$ cat src/rtl/twp_pkg.sv
package twp_pkg;
    typedef enum logic [2:0] {
        ST_IDLE,
        ST_RX,
        ST_ACK,
        ST_TX,
        ST_MACK
    } twp_state_e;

    typedef enum logic [1:0] {
        K_ADDR,
        K_CMD,
        K_DATA
    } twp_kind_e;
endpackage

$ cat src/rtl/twp_line_filter.sv
module twp_line_filter #(
    parameter int   FILT_LEN = 3,
    parameter logic RST_VAL  = 1'b1
) (
    input  logic clk,
    input  logic rst_n,
    input  logic raw_i,
    output logic line_o
);
    localparam int CW = $clog2(FILT_LEN + 1);

    typedef struct packed {
        logic [1:0]          sync;
        logic [FILT_LEN-1:0] win;
        logic                lvl;
    } flt_t;

    flt_t q, d;
    logic [CW-1:0] ones;

    always_comb begin
        d      = q;
        d.sync = {q.sync[0], raw_i};
        d.win  = {q.win[FILT_LEN-2:0], q.sync[1]};
        ones   = '0;
        for (int i = 0; i < FILT_LEN; i++) begin
            ones = ones + CW'(q.win[i]);
        end
        d.lvl = (ones > CW'(FILT_LEN / 2));
    end

    always_ff @(posedge clk or negedge rst_n) begin
        if (!rst_n) begin
            q.sync <= {2{RST_VAL}};
            q.win  <= {FILT_LEN{RST_VAL}};
            q.lvl  <= RST_VAL;
        end else begin
            q <= d;
        end
    end

    assign line_o = q.lvl;

    // the filtered level can only flip toward the newest sample
    assert_flip_follows_sample_R12: assert property (@(posedge clk) disable iff (!rst_n)
        !$stable(q.lvl) |-> (q.lvl == $past(q.win[0])));
endmodule

$ cat src/rtl/twp_cond_detect.sv
module twp_cond_detect (
    input  logic clk,
    input  logic rst_n,
    input  logic scl_f_i,
    input  logic sda_f_i,
    output logic scl_rise_o,
    output logic scl_fall_o,
    output logic start_o,
    output logic stop_o
);
    typedef struct packed {
        logic scl;
        logic sda;
    } prev_t;

    prev_t q, d;

    always_comb begin
        d.scl = scl_f_i;
        d.sda = sda_f_i;
    end

    always_ff @(posedge clk or negedge rst_n) begin
        if (!rst_n) begin
            q <= '{scl: 1'b1, sda: 1'b1};
        end else begin
            q <= d;
        end
    end

    assign scl_rise_o = scl_f_i & ~q.scl;
    assign scl_fall_o = ~scl_f_i & q.scl;
    assign start_o    = scl_f_i & q.scl & q.sda & ~sda_f_i;
    assign stop_o     = scl_f_i & q.scl & ~q.sda & sda_f_i;
endmodule

$ cat src/rtl/twp_byte_engine.sv
module twp_byte_engine
    import twp_pkg::*;
#(
    parameter int DATA_W = 8,
    parameter int TYPE_W = 4,
    parameter logic [TYPE_W-1:0] TYPE_ID = 4'b0101,
    localparam int PIN_W = DATA_W - TYPE_W
) (
    input  logic              clk,
    input  logic              rst_n,
    input  logic              scl_lvl_i,
    input  logic              sda_lvl_i,
    input  logic              scl_rise_i,
    input  logic              scl_fall_i,
    input  logic              start_i,
    input  logic              stop_i,
    input  logic [PIN_W-1:0]  pin_addr_i,
    input  logic              nv_busy_i,
    input  logic              rd_mode_i,
    input  logic [DATA_W-1:0] rd_data_i,
    output logic              sda_oe_o,
    output logic              cmd_valid_o,
    output logic              wr_valid_o,
    output logic [DATA_W-1:0] rx_byte_o,
    output logic              xfer_end_o
);
    localparam int CNT_W = $clog2(DATA_W + 1);
    localparam logic [CNT_W-1:0] LAST_BIT = CNT_W'(DATA_W - 1);
    localparam logic [CNT_W-1:0] FULL     = CNT_W'(DATA_W);

    typedef struct packed {
        twp_state_e        st;
        twp_kind_e         kind;
        logic [CNT_W-1:0]  cnt;
        logic [DATA_W-1:0] sh;
        logic              oe;
        logic              sel;
        logic              mack;
        logic              cmd_v;
        logic              wr_v;
        logic              end_v;
        logic [DATA_W-1:0] out_byte;
    } eng_t;

    eng_t q, d;
    logic [DATA_W-1:0] new_byte;
    logic              addr_hit;

    always_comb begin
        new_byte = {q.sh[DATA_W-2:0], sda_lvl_i};
        addr_hit = (new_byte[DATA_W-1:PIN_W] == TYPE_ID) &&
                   (new_byte[PIN_W-1:0] == pin_addr_i) && !nv_busy_i;

        d       = q;
        d.cmd_v = 1'b0;
        d.wr_v  = 1'b0;
        d.end_v = 1'b0;

        if (start_i) begin
            d.st   = ST_RX;
            d.kind = K_ADDR;
            d.cnt  = '0;
            d.oe   = 1'b0;
            d.sel  = 1'b0;
        end else if (stop_i) begin
            d.st    = ST_IDLE;
            d.oe    = 1'b0;
            d.sel   = 1'b0;
            d.end_v = q.sel;
        end else begin
            unique case (q.st)
                ST_IDLE: ;
                ST_RX: begin
                    if (scl_rise_i && q.cnt != FULL) begin
                        d.sh  = new_byte;
                        d.cnt = q.cnt + 1'b1;
                        if (q.cnt == LAST_BIT) begin
                            unique case (q.kind)
                                K_ADDR: d.sel = addr_hit;
                                K_CMD: begin
                                    d.cmd_v    = 1'b1;
                                    d.out_byte = new_byte;
                                end
                                default: begin
                                    d.wr_v     = 1'b1;
                                    d.out_byte = new_byte;
                                end
                            endcase
                        end
                    end else if (scl_fall_i && q.cnt == FULL) begin
                        if (q.sel) begin
                            d.oe = 1'b1;
                            d.st = ST_ACK;
                        end else begin
                            d.st = ST_IDLE;
                        end
                    end
                end
                ST_ACK: begin
                    if (scl_fall_i) begin
                        d.cnt = '0;
                        d.oe  = 1'b0;
                        unique case (q.kind)
                            K_ADDR: begin
                                d.st   = ST_RX;
                                d.kind = K_CMD;
                            end
                            K_CMD: begin
                                d.kind = K_DATA;
                                if (rd_mode_i) begin
                                    d.st = ST_TX;
                                    d.sh = rd_data_i;
                                    d.oe = ~rd_data_i[DATA_W-1];
                                end else begin
                                    d.st = ST_RX;
                                end
                            end
                            default: d.st = ST_RX;
                        endcase
                    end
                end
                ST_TX: begin
                    if (scl_rise_i) begin
                        d.cnt = q.cnt + 1'b1;
                    end else if (scl_fall_i) begin
                        if (q.cnt == FULL) begin
                            d.oe = 1'b0;
                            d.st = ST_MACK;
                        end else begin
                            d.sh = {q.sh[DATA_W-2:0], 1'b0};
                            d.oe = ~q.sh[DATA_W-2];
                        end
                    end
                end
                ST_MACK: begin
                    if (scl_rise_i) begin
                        d.mack = ~sda_lvl_i;
                    end else if (scl_fall_i) begin
                        d.cnt = '0;
                        if (q.mack) begin
                            d.st = ST_TX;
                            d.sh = rd_data_i;
                            d.oe = ~rd_data_i[DATA_W-1];
                        end else begin
                            d.st = ST_IDLE;
                            d.oe = 1'b0;
                        end
                    end
                end
                default: d.st = ST_IDLE;
            endcase
        end
    end

    always_ff @(posedge clk or negedge rst_n) begin
        if (!rst_n) begin
            q.st       <= ST_IDLE;
            q.kind     <= K_ADDR;
            q.cnt      <= '0;
            q.sh       <= '0;
            q.oe       <= 1'b0;
            q.sel      <= 1'b0;
            q.mack     <= 1'b0;
            q.cmd_v    <= 1'b0;
            q.wr_v     <= 1'b0;
            q.end_v    <= 1'b0;
            q.out_byte <= '0;
        end else begin
            q <= d;
        end
    end

    assign sda_oe_o    = q.oe;
    assign cmd_valid_o = q.cmd_v;
    assign wr_valid_o  = q.wr_v;
    assign rx_byte_o   = q.out_byte;
    assign xfer_end_o  = q.end_v;

    // the pull-low enable moves only while the filtered clock is low
    assert_oe_moves_scl_low_R2: assert property (@(posedge clk) disable iff (!rst_n)
        !$stable(q.oe) |-> !$past(scl_lvl_i));

    // an idle engine never holds the line
    assert_idle_released_R1: assert property (@(posedge clk) disable iff (!rst_n)
        (q.st == ST_IDLE) |-> !q.oe);

    // a busy address byte never selects the device
    assert_busy_no_select_R5: assert property (@(posedge clk) disable iff (!rst_n)
        (q.st == ST_RX && q.kind == K_ADDR && q.cnt == FULL &&
         $past(q.cnt) == LAST_BIT && $past(nv_busy_i)) |-> !q.sel);

    // a command pulse only follows an acknowledged address
    assert_cmd_needs_select_R6: assert property (@(posedge clk) disable iff (!rst_n)
        q.cmd_v |-> q.sel);

    // read data stays put across a clock rise
    assert_tx_hold_on_rise_R8: assert property (@(posedge clk) disable iff (!rst_n)
        (q.st == ST_TX && scl_rise_i && !start_i && !stop_i) |=> $stable(q.oe));

    // handoff pulses never coincide
    assert_one_pulse_R11: assert property (@(posedge clk) disable iff (!rst_n)
        $onehot0({q.cmd_v, q.wr_v, q.end_v}));
endmodule

$ cat src/rtl/twp_slave_top.sv
module twp_slave_top #(
    parameter int DATA_W   = 8,
    parameter int TYPE_W   = 4,
    parameter logic [TYPE_W-1:0] TYPE_ID = 4'b0101,
    parameter int FILT_LEN = 3,
    localparam int PIN_W   = DATA_W - TYPE_W
) (
    input  logic              clk,
    input  logic              rst_n,
    input  logic              scl_i,
    input  logic              sda_i,
    output logic              sda_oe_o,
    input  logic [PIN_W-1:0]  pin_addr_i,
    input  logic              nv_busy_i,
    input  logic              rd_mode_i,
    input  logic [DATA_W-1:0] rd_data_i,
    output logic              cmd_valid_o,
    output logic              wr_valid_o,
    output logic [DATA_W-1:0] rx_byte_o,
    output logic              xfer_end_o
);
    localparam int N_LINES = 2;

    logic [N_LINES-1:0] raw_lines;
    logic [N_LINES-1:0] filt_lines;
    logic scl_rise, scl_fall, bus_start, bus_stop;

    assign raw_lines = {sda_i, scl_i};

    for (genvar g = 0; g < N_LINES; g++) begin : g_line
        twp_line_filter #(
            .FILT_LEN (FILT_LEN),
            .RST_VAL  (1'b1)
        ) u_filt (
            .clk    (clk),
            .rst_n  (rst_n),
            .raw_i  (raw_lines[g]),
            .line_o (filt_lines[g])
        );
    end

    twp_cond_detect u_cond (
        .clk        (clk),
        .rst_n      (rst_n),
        .scl_f_i    (filt_lines[0]),
        .sda_f_i    (filt_lines[1]),
        .scl_rise_o (scl_rise),
        .scl_fall_o (scl_fall),
        .start_o    (bus_start),
        .stop_o     (bus_stop)
    );

    twp_byte_engine #(
        .DATA_W  (DATA_W),
        .TYPE_W  (TYPE_W),
        .TYPE_ID (TYPE_ID)
    ) u_eng (
        .clk         (clk),
        .rst_n       (rst_n),
        .scl_lvl_i   (filt_lines[0]),
        .sda_lvl_i   (filt_lines[1]),
        .scl_rise_i  (scl_rise),
        .scl_fall_i  (scl_fall),
        .start_i     (bus_start),
        .stop_i      (bus_stop),
        .pin_addr_i  (pin_addr_i),
        .nv_busy_i   (nv_busy_i),
        .rd_mode_i   (rd_mode_i),
        .rd_data_i   (rd_data_i),
        .sda_oe_o    (sda_oe_o),
        .cmd_valid_o (cmd_valid_o),
        .wr_valid_o  (wr_valid_o),
        .rx_byte_o   (rx_byte_o),
        .xfer_end_o  (xfer_end_o)
    );
endmodule

$ cat config.mk
export PLATFORM = sky130hd
export DESIGN_NAME = twp_slave_top
export DESIGN_NICKNAME = d
export VERILOG_FILES = /design/src/rtl/twp_pkg.sv /design/src/rtl/twp_line_filter.sv /design/src/rtl/twp_cond_detect.sv /design/src/rtl/twp_byte_engine.sv /design/src/rtl/twp_slave_top.sv
export SDC_FILE = /design/constraint.sdc
export NUM_CORES = 1
export LEC_CHECK = 0
export ABC_CLOCK_PERIOD_IN_PS = 2460
export BUFFER_PORTS_ARGS = -buffer_cell sky130_fd_sc_hd__buf_2
export CAP_MARGIN = 10
export CORE_MARGIN = 1
export CORE_UTILIZATION = 52
export CTS_CLUSTER_DIAMETER = 40
export DETAILED_ROUTE_END_ITERATION = 10
export PLACE_DENSITY = 0.73
export SETUP_SLACK_MARGIN = 0.15
export SLEW_MARGIN = 20
export SYNTH_ARGS = -nofsm -noshare
export SYNTH_HDL_FRONTEND = slang
export SYNTH_SLANG_ARGS = --single-unit
$ cat constraint.sdc
create_clock -name clk -period 2.46 [get_ports clk]
set_clock_uncertainty 0.15 [all_clocks]
set_input_delay 0 -clock clk [delete_from_list [all_inputs] [get_ports clk]]
set_output_delay 0 -clock clk [all_outputs]
set_load 0.005 [all_outputs]
# ---- Word-level counts from Yosys, hierarchy flattened
# Cells that the tools add are included.
dict set report totals {
  ff_bits 45
  in_bits 18
  output_inout_bits 12
  wordCells 157
}
dict set report classes {
  add_sub_neg 5
  order_cmp 2
  n_eq_ne 36
  mux 53
  bitwise 16
  reduce_logical 26
}
# op n
set ops {}
lappend ops {{$mux W8} 7}
lappend ops {{$pmux W13 S4} 1}
lappend ops {{$mux W9} 5}
lappend ops {{$mux W3} 9}
lappend ops {{$mux W13} 2}
lappend ops {{$ne A4 B3 Y1 const B} 6}
lappend ops {{$mux W2} 10}
lappend ops {{$mux W18} 1}
lappend ops {{$reduce_and A9 Y1} 2}
lappend ops {{$ne A4 B4 Y1 const B} 4}
lappend ops {{$pmux W3 S5} 1}
lappend ops {{$reduce_bool A3 Y1} 5}
lappend ops {{$mux W14} 1}
lappend ops {{$reduce_and A13 Y1} 1}
lappend ops {{$mux W1} 12}
lappend ops {{$mux W12} 1}
lappend ops {{$ne A2 B2 Y1 const B} 6}
lappend ops {{$ne A3 B2 Y1 const B} 4}
lappend ops {{$reduce_and A4 Y1} 3}
lappend ops {{$mux W11} 1}
lappend ops {{$ne A2 B1 Y1 const B} 5}
lappend ops {{$not A1 Y1} 9}
lappend ops {{$eq A4 B3 Y1 const B} 2}
lappend ops {{$and A1 B1 Y1} 7}
lappend ops {{other kinds (24)} 33}

# ---- Logic depth before layout (Yosys ltp)
# Gate-level depths: netlist (run 1).
dict set report depth {
  depth_word 9
  ltp_mapped 7
  mapped_depth_nobuf 7
}

# ---- By module
# From an unflattened synthesis (run 1), not the netlist that was laid out.
dict set report unflattened {
  hier_cells 195
  hier_area_um2 2223.4
}
# mod instances cells_each area_per_inst_um2 seq_area_each_um2
set modules_own_cells {}
lappend modules_own_cells {twp_byte_engine 1 173 1783.0 750.7}
lappend modules_own_cells {twp_line_filter 2 8 177.7 157.7}
lappend modules_own_cells {twp_cond_detect 1 6 85.1 52.6}

# ---- Worst setup path after synthesis (run 1)
# OpenSTA, ideal clock, no wires.
dict set report synth_path {
  path_kind {register to register}
  startpoint {register g_line[1].u_filt.q, in the netlist g_line[1].u_filt.line_o}
  endpoint {register u_eng.q, in the netlist u_eng.new_byte[1]}
  setup_time_ps 125
  arrival_ps 2074
  required_ps 2185
  slack_ps 111
  path_stages_with_launch 7
  path_buffers 1
  period_less_slack_ps 2349
  cell_sequence {dfstp_2 clkbuf_1 xor2_1 a22oi_4 o31ai_2 nor4_4 mux2_2}
}
dict set report synth_between {
  elab_chain_cells 4
  word_cells_on_any_way 8
  classes_between {mux (2); bitwise (5); reduce/logical (1)}
}
# element line_no
set synth_lines {}
lappend synth_lines {{from (decl)} twp_line_filter.sv:18} ;# flt_t q, d;
lappend synth_lines {{$not A1 Y1} twp_cond_detect.sv:33} ;# assign start_o = scl_f_i & q.scl & q.sda & ~sda_f_i;
lappend synth_lines {{$and A1 B1 Y1} twp_cond_detect.sv:33}
lappend synth_lines {{$not A1 Y1 (no line)} n/a}
lappend synth_lines {{$reduce_and A13 Y1 (no line)} n/a}
lappend synth_lines {{to (decl)} twp_byte_engine.sv:45} ;# eng_t q, d;
# Parallel ways exist; a longest one is shown, timed or not. The select of a mux whose other input is x is not followed.
# A chain may end at the register's enable or synchronous reset.

# ---- Worst setup path in the final report (run 1)
dict set report layout_path {
  startpoint {register u_eng.q[22] (netlist name)}
  endpoint {register u_eng.q, in the netlist u_eng.new_byte[2]}
}
dict set report layout_between {
  elab_chain_cells 4
  word_cells_on_any_way 6
  classes_between {eq/ne (4); reduce/logical (2)}
}
# element line_no
set layout_lines {}
lappend layout_lines {{$ne A4 B4 Y1} twp_byte_engine.sv:74} ;# if (scl_rise_i && q.cnt != FULL) begin
lappend layout_lines {{$logic_and A1 B1 Y1} twp_byte_engine.sv:74}
lappend layout_lines {{$ne A2 B1 Y1 (no line)} n/a}
lappend layout_lines {{$reduce_and A13 Y1 (no line) (*)} n/a}
# Mark *: on every way between the ends. The rest lies on a longest branch, timed or not.

==> results.sh, run 1 <==
export IMPL_status="finished, final reports clean"
export IMPL_drc=0
export IMPL_n_antenna_cell=0
export IMPL_dr_pass1_iters=4
export IMPL_io_pins=30
export IMPL_netlist_top_cell_by_area="sky130_fd_sc_hd__dfrtp_1"
export IMPL_crit_path_cell_trace="inv_1 -> ha_2 -> and3b_2 -> o21a_1 -> o211a_1 -> nor4_4 -> buf_6 -> mux2_2"
export IMPL_drv_slew=0
export IMPL_synth_cells=214
export IMPL_hold_viol=0
export IMPL_first_iter_violations=105
export IMPL_cts_buffers_inserted=5
export IMPL_seq_area_frac_synth_pct=48.6
export IMPL_finalCoreUtilization_pct=66.4
export IMPL_clk_root_buffer_cell="sky130_fd_sc_hd__clkbuf_8"
export IMPL_synth_warning_count=0
export IMPL_grt_use_total_pct=21.8
export IMPL_cap_viol_max_count=0
export IMPL_cts_tree="yes"
export IMPL_clk_path_buf_depth=2
export IMPL_place_gp_congestion=0.927
export IMPL_worstReg2RegStart="u_eng.q[22]$_DFFE_PN0P_"
export IMPL_mostFrequentLayoutCells="30 x sky130_fd_sc_hd__dfrtp_1, 29 x sky130_fd_sc_hd__buf_2, 16 x sky130_fd_sc_hd__mux2_2"
export IMPL_min_delay_path_class="in2reg"
export IMPL_reg2reg_to="u_eng.new_byte[2]$_DFFE_PN0P_"
export IMPL_post_synth_cell_area_avg_um2=10.8
export IMPL_final_period_minus_worst_setup_slack_ns=2.28
export IMPL_wire_per_inst_um=16.0
export IMPL_port_buffers=29
export IMPL_die_area_um2=4700
export IMPL_post_synth_main_area_contributors="sky130_fd_sc_hd__dfrtp_1 33%, sky130_fd_sc_hd__dfstp_2 16%, sky130_fd_sc_hd__mux2_2 7.8%"
export IMPL_routed_wirelength_um=4850
export IMPL_synth_ff_latch_count=44
export IMPL_antenna_found_initial=0
export IMPL_reg2reg_setup_slack_ns=0.18
export IMPL_path_class="reg2reg"
export IMPL_grt_start_max_net_pins=45
export IMPL_signed_area_change_from_the_synthesized_netlist_to_the_final_layout_pct=18.7
export IMPL_rsz0062_at_grt="yes"
export IMPL_via_per_inst=5.70
export IMPL_critPathMaxFanout=7
export IMPL_critPathMaxStageDelay_ns=0.41
export IMPL_whs_path_depth=5
export IMPL_postSynthNetCount=236
export IMPL_h_tree_depth=2
export IMPL_timing_critical_path_slowest_stage_cell="sky130_fd_sc_hd__dfrtp_1"
export IMPL_cp_data_arrival_time_ns=2.31
export IMPL_power_density_cell_area_nw_per_um2=758
export IMPL_min_period_over_period_pct=92.7
export IMPL_cp_startpoint="u_eng.q[22]$_DFFE_PN0P_"
export IMPL_asyncSetResetFlopFracSynth_pct=100
export IMPL_wire_length_of_the_first_global_routing_pass_um=7340
export IMPL_fin_hold_ws_ns=0.0139
export IMPL_grt_pass1_vias=1563
export IMPL_fin_tns_setup_ns=0
export IMPL_maxClockFrequency_mhz=439
export IMPL_setup_viol_count_final=0
export IMPL_final_nets=274
export IMPL_vdd_ir_drop_max_mv=0.463
export IMPL_critical_path_endpoint_type="flip-flop"
export IMPL_layout_cells_most_common="sky130_fd_sc_hd__dfrtp_1"
export IMPL_cellLeakagePower_nw=1.26
export IMPL_setup_worst_path_start_class="flip-flop"
export IMPL_clk_insertion_delay_late_ns=0.30
export IMPL_distinct_cell_type_count_after_synthesis=49
export IMPL_number_of_vias_in_the_routed_layout=1726
export IMPL_synth_top_area_share_pct=32.6
export IMPL_start_util_pct=55.9
export IMPL_detailedPlacementHpwl_um=3370
export IMPL_tightestPinTransition_ns=0.956
export IMPL_die_height_um=68.5
export IMPL_synthesis_area_um2=2300
export IMPL_clk_pin_slew_ns=0.08
export IMPL_drive_gt1_share_pct=36.0
export IMPL_ant_nets=0
export IMPL_tritoncts_num_sinks=44
export IMPL_chipWidth_um=68.5
export IMPL_crit_required_ns=2.49
export IMPL_synth_edf_count=0
export IMPL_synthFlopType="sky130_fd_sc_hd__dfrtp_1"
export IMPL_worst_setup_path_end="u_eng.new_byte[2]$_DFFE_PN0P_"
export IMPL_gr_total_overflow=0
export IMPL_slew_limit_headroom_pct=36.2
export IMPL_rows=23
export IMPL_coreArea_um2=4120
export IMPL_worst_r2r_cell_count=8
layout make-up:
cell class / instances / area, µm²
clock buffers: 7 / 108
clock inverters: 1 / 8.76
fillers: 320 / 1380
inverters: 7 / 26.3
multi-input cells: 143 / 1070
flip-flops and latches: 44 / 1120
well taps: 50 / 62.6
repair buffers: 51 / 339
logic make-up after synthesis:
| logic type | share of synthesized area, % |
|---|---|
| fa+ha+maj | 2.17 |
| compound gates | 16.4 |
| buf+inv | 6.09 |
| simple gates | 14.6 |
| xor+xnor | 3.04 |
| flops | 48.6 |
| mux | 9.13 |
registers in the layout (all words and copies together) (netlist names):
register / flops
u_eng.new_byte: 7
u_cond.q: 2
u_eng.wr_valid_o: 1
u_eng.q: 11
g_line.u_filt.line_o: 2
g_line.u_filt.d: 8
u_eng.rx_byte_o: 8
u_eng.xfer_end_o: 1
g_line.u_filt.q: 2
u_eng.sda_oe_o: 1
u_eng.cmd_valid_o: 1
where the power goes:
group	switching, W	internal [W]
logic	0.000238	0.000291
registers	0.000151	0.000851
clock network	0.000250	0.000291
total	0.000638	0.00143
worst max-delay path, delay by kind of cell (launching register included):
| kind | cells | cell delay, ns |
|---|---|---|
| AO/OA/AOI/OAI | 2 | 0.42 |
| flip-flops | 1 | 0.41 |
| adder cells (fa/ha/maj) | 1 | 0.18 |
| buffers and inverters | 2 | 0.24 |
| multiplexers | 1 | 0.33 |
| AND/OR/NAND/NOR | 2 | 0.44 |
stage by stage:
| step | instance area (µm²) | worst slack [ns] | std cells | power [W] |
|---|---|---|---|---|
| 2_1_floorplan | 2300 | 0.179 | 214 | 0.00134 |
| 3_5_place_dp | 2470 | 0.159 | 283 | 0.00150 |
| 5_1_grt | 2730 | 0.153 | 303 | 0.00219 |
| 6_report | 2730 | 0.180 | 303 | 0.00207 |
| 3_3_place_gp | 2470 | 0.195 | 283 | 0.00148 |
| 4_1_cts | 2690 | 0.151 | 301 | 0.00206 |
what timing repair did:
| action | in CTS | in global routing |
|---|---|---|
| resized for setup | 0 | 7 |
| endpoints found under the hold margin | 39 | 0 |
| setup buffers | 0 | 2 |
| hold buffers | 10 | 0 |
| setup endpoints to repair | 0 | 17 |
worst min path at each step:
stage	startpoint	to	slack, ns
6_report	nv_busy_i	u_eng.q[12]$_DFFE_PN0P_	0.01
5_1_grt	nv_busy_i	u_eng.q[12]$_DFFE_PN0P_	0.02
4_1_cts	nv_busy_i	u_eng.q[12]$_DFFE_PN0P_	0.01
3_5_place_dp	scl_i	g_line[0].u_filt.d[5]$_DFF_PN1_	-0.04
3_3_place_gp	sda_i	g_line[1].u_filt.d[5]$_DFF_PN1_	-0.04
2_1_floorplan	rst_n	u_eng.cmd_valid_o$_DFF_PN0_	-0.45
per-layer routing:
metal / share of wire, % / track usage [%]
met1: 46 / 28.7
met3: 4.7 / 4.93
met5: 0 / 0
met2: 48 / 35.7
met4: 1.5 / 6.77
synthesized netlist by cell type, types with 4 or more instances:
library cell and n:
sky130_fd_sc_hd__o31ai_1 4, sky130_fd_sc_hd__buf_4 10, sky130_fd_sc_hd__xnor2_1 6, sky130_fd_sc_hd__clkbuf_1 7, sky130_fd_sc_hd__mux2_2 16, sky130_fd_sc_hd__nand2_1 14, sky130_fd_sc_hd__a22o_1 6, sky130_fd_sc_hd__nor2b_1 5
sky130_fd_sc_hd__dfstp_2 14, sky130_fd_sc_hd__ha_1 4, sky130_fd_sc_hd__nor2_1 11, sky130_fd_sc_hd__nor3_1 4, sky130_fd_sc_hd__dfrtp_1 30, sky130_fd_sc_hd__a21oi_1 10, sky130_fd_sc_hd__o21ai_0 12, sky130_fd_sc_hd__inv_1 7
(Power assumes the default switching activity.)
==> run 2, diff against run 1 <==
--- a/config.mk
+++ b/config.mk
@@ -9,10 +9,11 @@
 export BUFFER_PORTS_ARGS = -buffer_cell sky130_fd_sc_hd__buf_2
 export CAP_MARGIN = 10
 export CORE_MARGIN = 1
-export CORE_UTILIZATION = 52
+export CORE_UTILIZATION = 54
+export CTS_BUF_LIST = sky130_fd_sc_hd__clkbuf_8
 export CTS_CLUSTER_DIAMETER = 40
 export DETAILED_ROUTE_END_ITERATION = 10
-export PLACE_DENSITY = 0.73
+export PLACE_DENSITY = 0.75
 export SETUP_SLACK_MARGIN = 0.15
 export SLEW_MARGIN = 20
 export SYNTH_ARGS = -nofsm -noshare
==> results.sh, run 2 (synthesis gave the netlist of run 1 again) <==
export IMPL_via_per_inst=5.69
export IMPL_crit_path_cell_trace="or3b_1 -> a22oi_4 -> o31ai_2 -> nor4_4 -> buf_6 -> mux2_2"
export IMPL_clk_root_buffer_cell="sky130_fd_sc_hd__clkbuf_8"
export IMPL_crit_required_ns=2.49
export IMPL_min_delay_path_class="in2reg"
export IMPL_min_period_over_period_pct=89.8
export IMPL_power_share_clock_pct=26.1
export IMPL_tightestPinTransition_ns=0.914
export IMPL_grt_start_max_net_pins=45
export IMPL_routed_wirelength_um=4700
export IMPL_fin_tns_setup_ns=0
export IMPL_coreArea_um2=4060
export IMPL_ant_nets=0
export IMPL_start_util_pct=56.7
export IMPL_final_period_minus_worst_setup_slack_ns=2.21
export IMPL_antenna_found_initial=0
export IMPL_critPathMaxFanout=7
export IMPL_setup_worst_path_start_class="flip-flop"
export IMPL_chipWidth_um=67.3
export IMPL_die_height_um=67.3
export IMPL_cellInternalPower_w=0.00146
export IMPL_n_antenna_cell=0
export IMPL_cts_buffers_inserted=5
export IMPL_power_density_cell_area_nw_per_um2=756
export IMPL_status="finished, final reports clean"
export IMPL_rsz0062_at_grt="no"
export IMPL_cp_data_arrival_time_ns=2.24
export IMPL_drc=0
export IMPL_die_area_um2=4530
export IMPL_critical_path_endpoint_type="flip-flop"
export IMPL_timing_critical_path_slowest_stage_cell="sky130_fd_sc_hd__dfrtp_2"
export IMPL_hold_viol=0
export IMPL_placed_cells_incl_taps=284
export IMPL_registers_top_by_ff_count="u_eng.q"
export IMPL_final_nets=278
export IMPL_cts_tree="yes"
export IMPL_fin_hold_ws_ns=0.0705
export IMPL_vdd_ir_drop_max_mv=0.455
export IMPL_first_iter_violations=106
export IMPL_critPathMaxStageDelay_ns=0.45
export IMPL_layout_cells_most_common="sky130_fd_sc_hd__buf_2"
export IMPL_clk_path_buf_depth=2
export IMPL_maxClockFrequency_mhz=452
export IMPL_detailedPlacementHpwl_um=3250
export IMPL_clk_insertion_delay_late_ns=0.30
export IMPL_pwr_share_seq_pct=47.2
export IMPL_cellLeakagePower_nw=1.28
export IMPL_h_tree_depth=2
export IMPL_crit_family="simple AND/OR/NAND/NOR gates"
export IMPL_gr_total_overflow=0
export IMPL_signed_area_change_from_the_synthesized_netlist_to_the_final_layout_pct=20.2
export IMPL_power_share_combinational_pct=26.8
export IMPL_setup_viol_count_final=0
export IMPL_power_switching_w=0.000633
export IMPL_drive_gt1_share_pct=37.7
export IMPL_grt_use_total_pct=21.8
export IMPL_port_buffers=29
export IMPL_tritoncts_num_sinks=44
export IMPL_worstPathBufferInverterCount=1
export IMPL_wire_length_of_the_first_global_routing_pass_um=7200
export IMPL_clk_pin_slew_ns=0.09
export IMPL_slew_limit_headroom_pct=39.1
export IMPL_largest_register_ff_count=11
export IMPL_mostFrequentLayoutCells="29 x sky130_fd_sc_hd__buf_2, 28 x sky130_fd_sc_hd__dfrtp_1, 15 x sky130_fd_sc_hd__mux2_2"
export IMPL_rows=23
export IMPL_wire_per_inst_um=15.3
export IMPL_place_gp_congestion=0.961
export IMPL_cap_viol_max_count=0
export IMPL_power_switching_fraction_pct=30.3
export IMPL_io_pins=30
export IMPL_finalNonFillerCells=307
export IMPL_grt_pass1_vias=1512
export IMPL_number_of_vias_in_the_routed_layout=1747
export IMPL_dr_pass1_iters=4
export IMPL_drv_slew=0
export IMPL_path_class="reg2reg"
==> run 2: final timing paths <==
check	from	end	slack, ns	cells after the start
setup reg to reg	u_eng.q[28]$_DFFE_PN0P_	u_eng.new_byte[4]$_DFFE_PN0P_	0.25	6
hold reg to reg	g_line[1].u_filt.d[5]$_DFF_PN1_	g_line[1].u_filt.d[1]$_DFF_PN1_	0.21	0
setup / recovery	u_eng.q[28]$_DFFE_PN0P_	u_eng.new_byte[4]$_DFFE_PN0P_	0.25	6
max in group asynchronous	rst_n	u_eng.q[30]$_DFFE_PN0P_	1.30	2
min in group asynchronous	rst_n	u_eng.q[11]$_DFFE_PN0P_	0.22	2
hold / removal	pin_addr_i[0]	u_eng.q[12]$_DFFE_PN0P_	0.07	6
==> run 2: timing repair <==
item | CTS | global route
buffers inserted | 0 | 4
setup endpoints to repair | 7 | 16
hold buffers | 11 | 0
gates resized for setup | 1 | 10
endpoints found under the hold margin | 40 | 0
==> run 2: per-stage QoR <==
| stage | area (µm²) | power (W) | util (%) | setup WS (ns) |
|---|---|---|---|---|
| floorplan | 2300 | 0.00134 | - | 0.179 |
| global placement | 2480 | 0.00148 | 61.1 | 0.125 |
| detailed placement | 2480 | 0.00150 | 61.1 | 0.125 |
| CTS | 2700 | 0.00206 | 66.6 | 0.171 |
| global route | 2770 | 0.00220 | 68.2 | 0.150 |
| finish | 2770 | 0.00209 | 68.2 | 0.250 |
==> run 2: power by group through the flow <==
stage          logic [W]  clock network [W]  registers [W]
6_report        0.000560           0.000546       0.000987
5_1_grt         0.000614           0.000581        0.00101
4_1_cts         0.000516           0.000556       0.000987
3_5_place_dp    0.000500                  0       0.000999
3_3_place_gp    0.000487                  0       0.000991
2_1_floorplan   0.000396                  0       0.000944
==> run 2: final cells by class <==
type	count	area (µm²)
well taps	50	62.6
repair buffers	55	372
flip-flops and latches	44	1120
clock buffers	5	68.8
inverters	7	26.3
fillers	297	1290
clock inverters	3	41.3
multi-input cells	143	1080
==> run 2: layer usage <==
layer	global-route usage [%]	part of all wire (%)	up-vias
met5	0	0	-
met2	33.9	47	50
li1	-	-	841
met3	4.73	4.1	6
met1	30.7	48	850
met4	6.12	0.98	0
==> run 2: worst reg2reg max path, delay by kind of cell, from the launching register on <==
| kind | cells | cell delay [ns] |
|---|---|---|
| AOI/OAI and AO/OA | 2 | 0.30 |
| DFF | 1 | 0.45 |
| buffers and inverters | 1 | 0.17 |
| muxes | 1 | 0.34 |
| and+or+nand+nor | 2 | 0.68 |
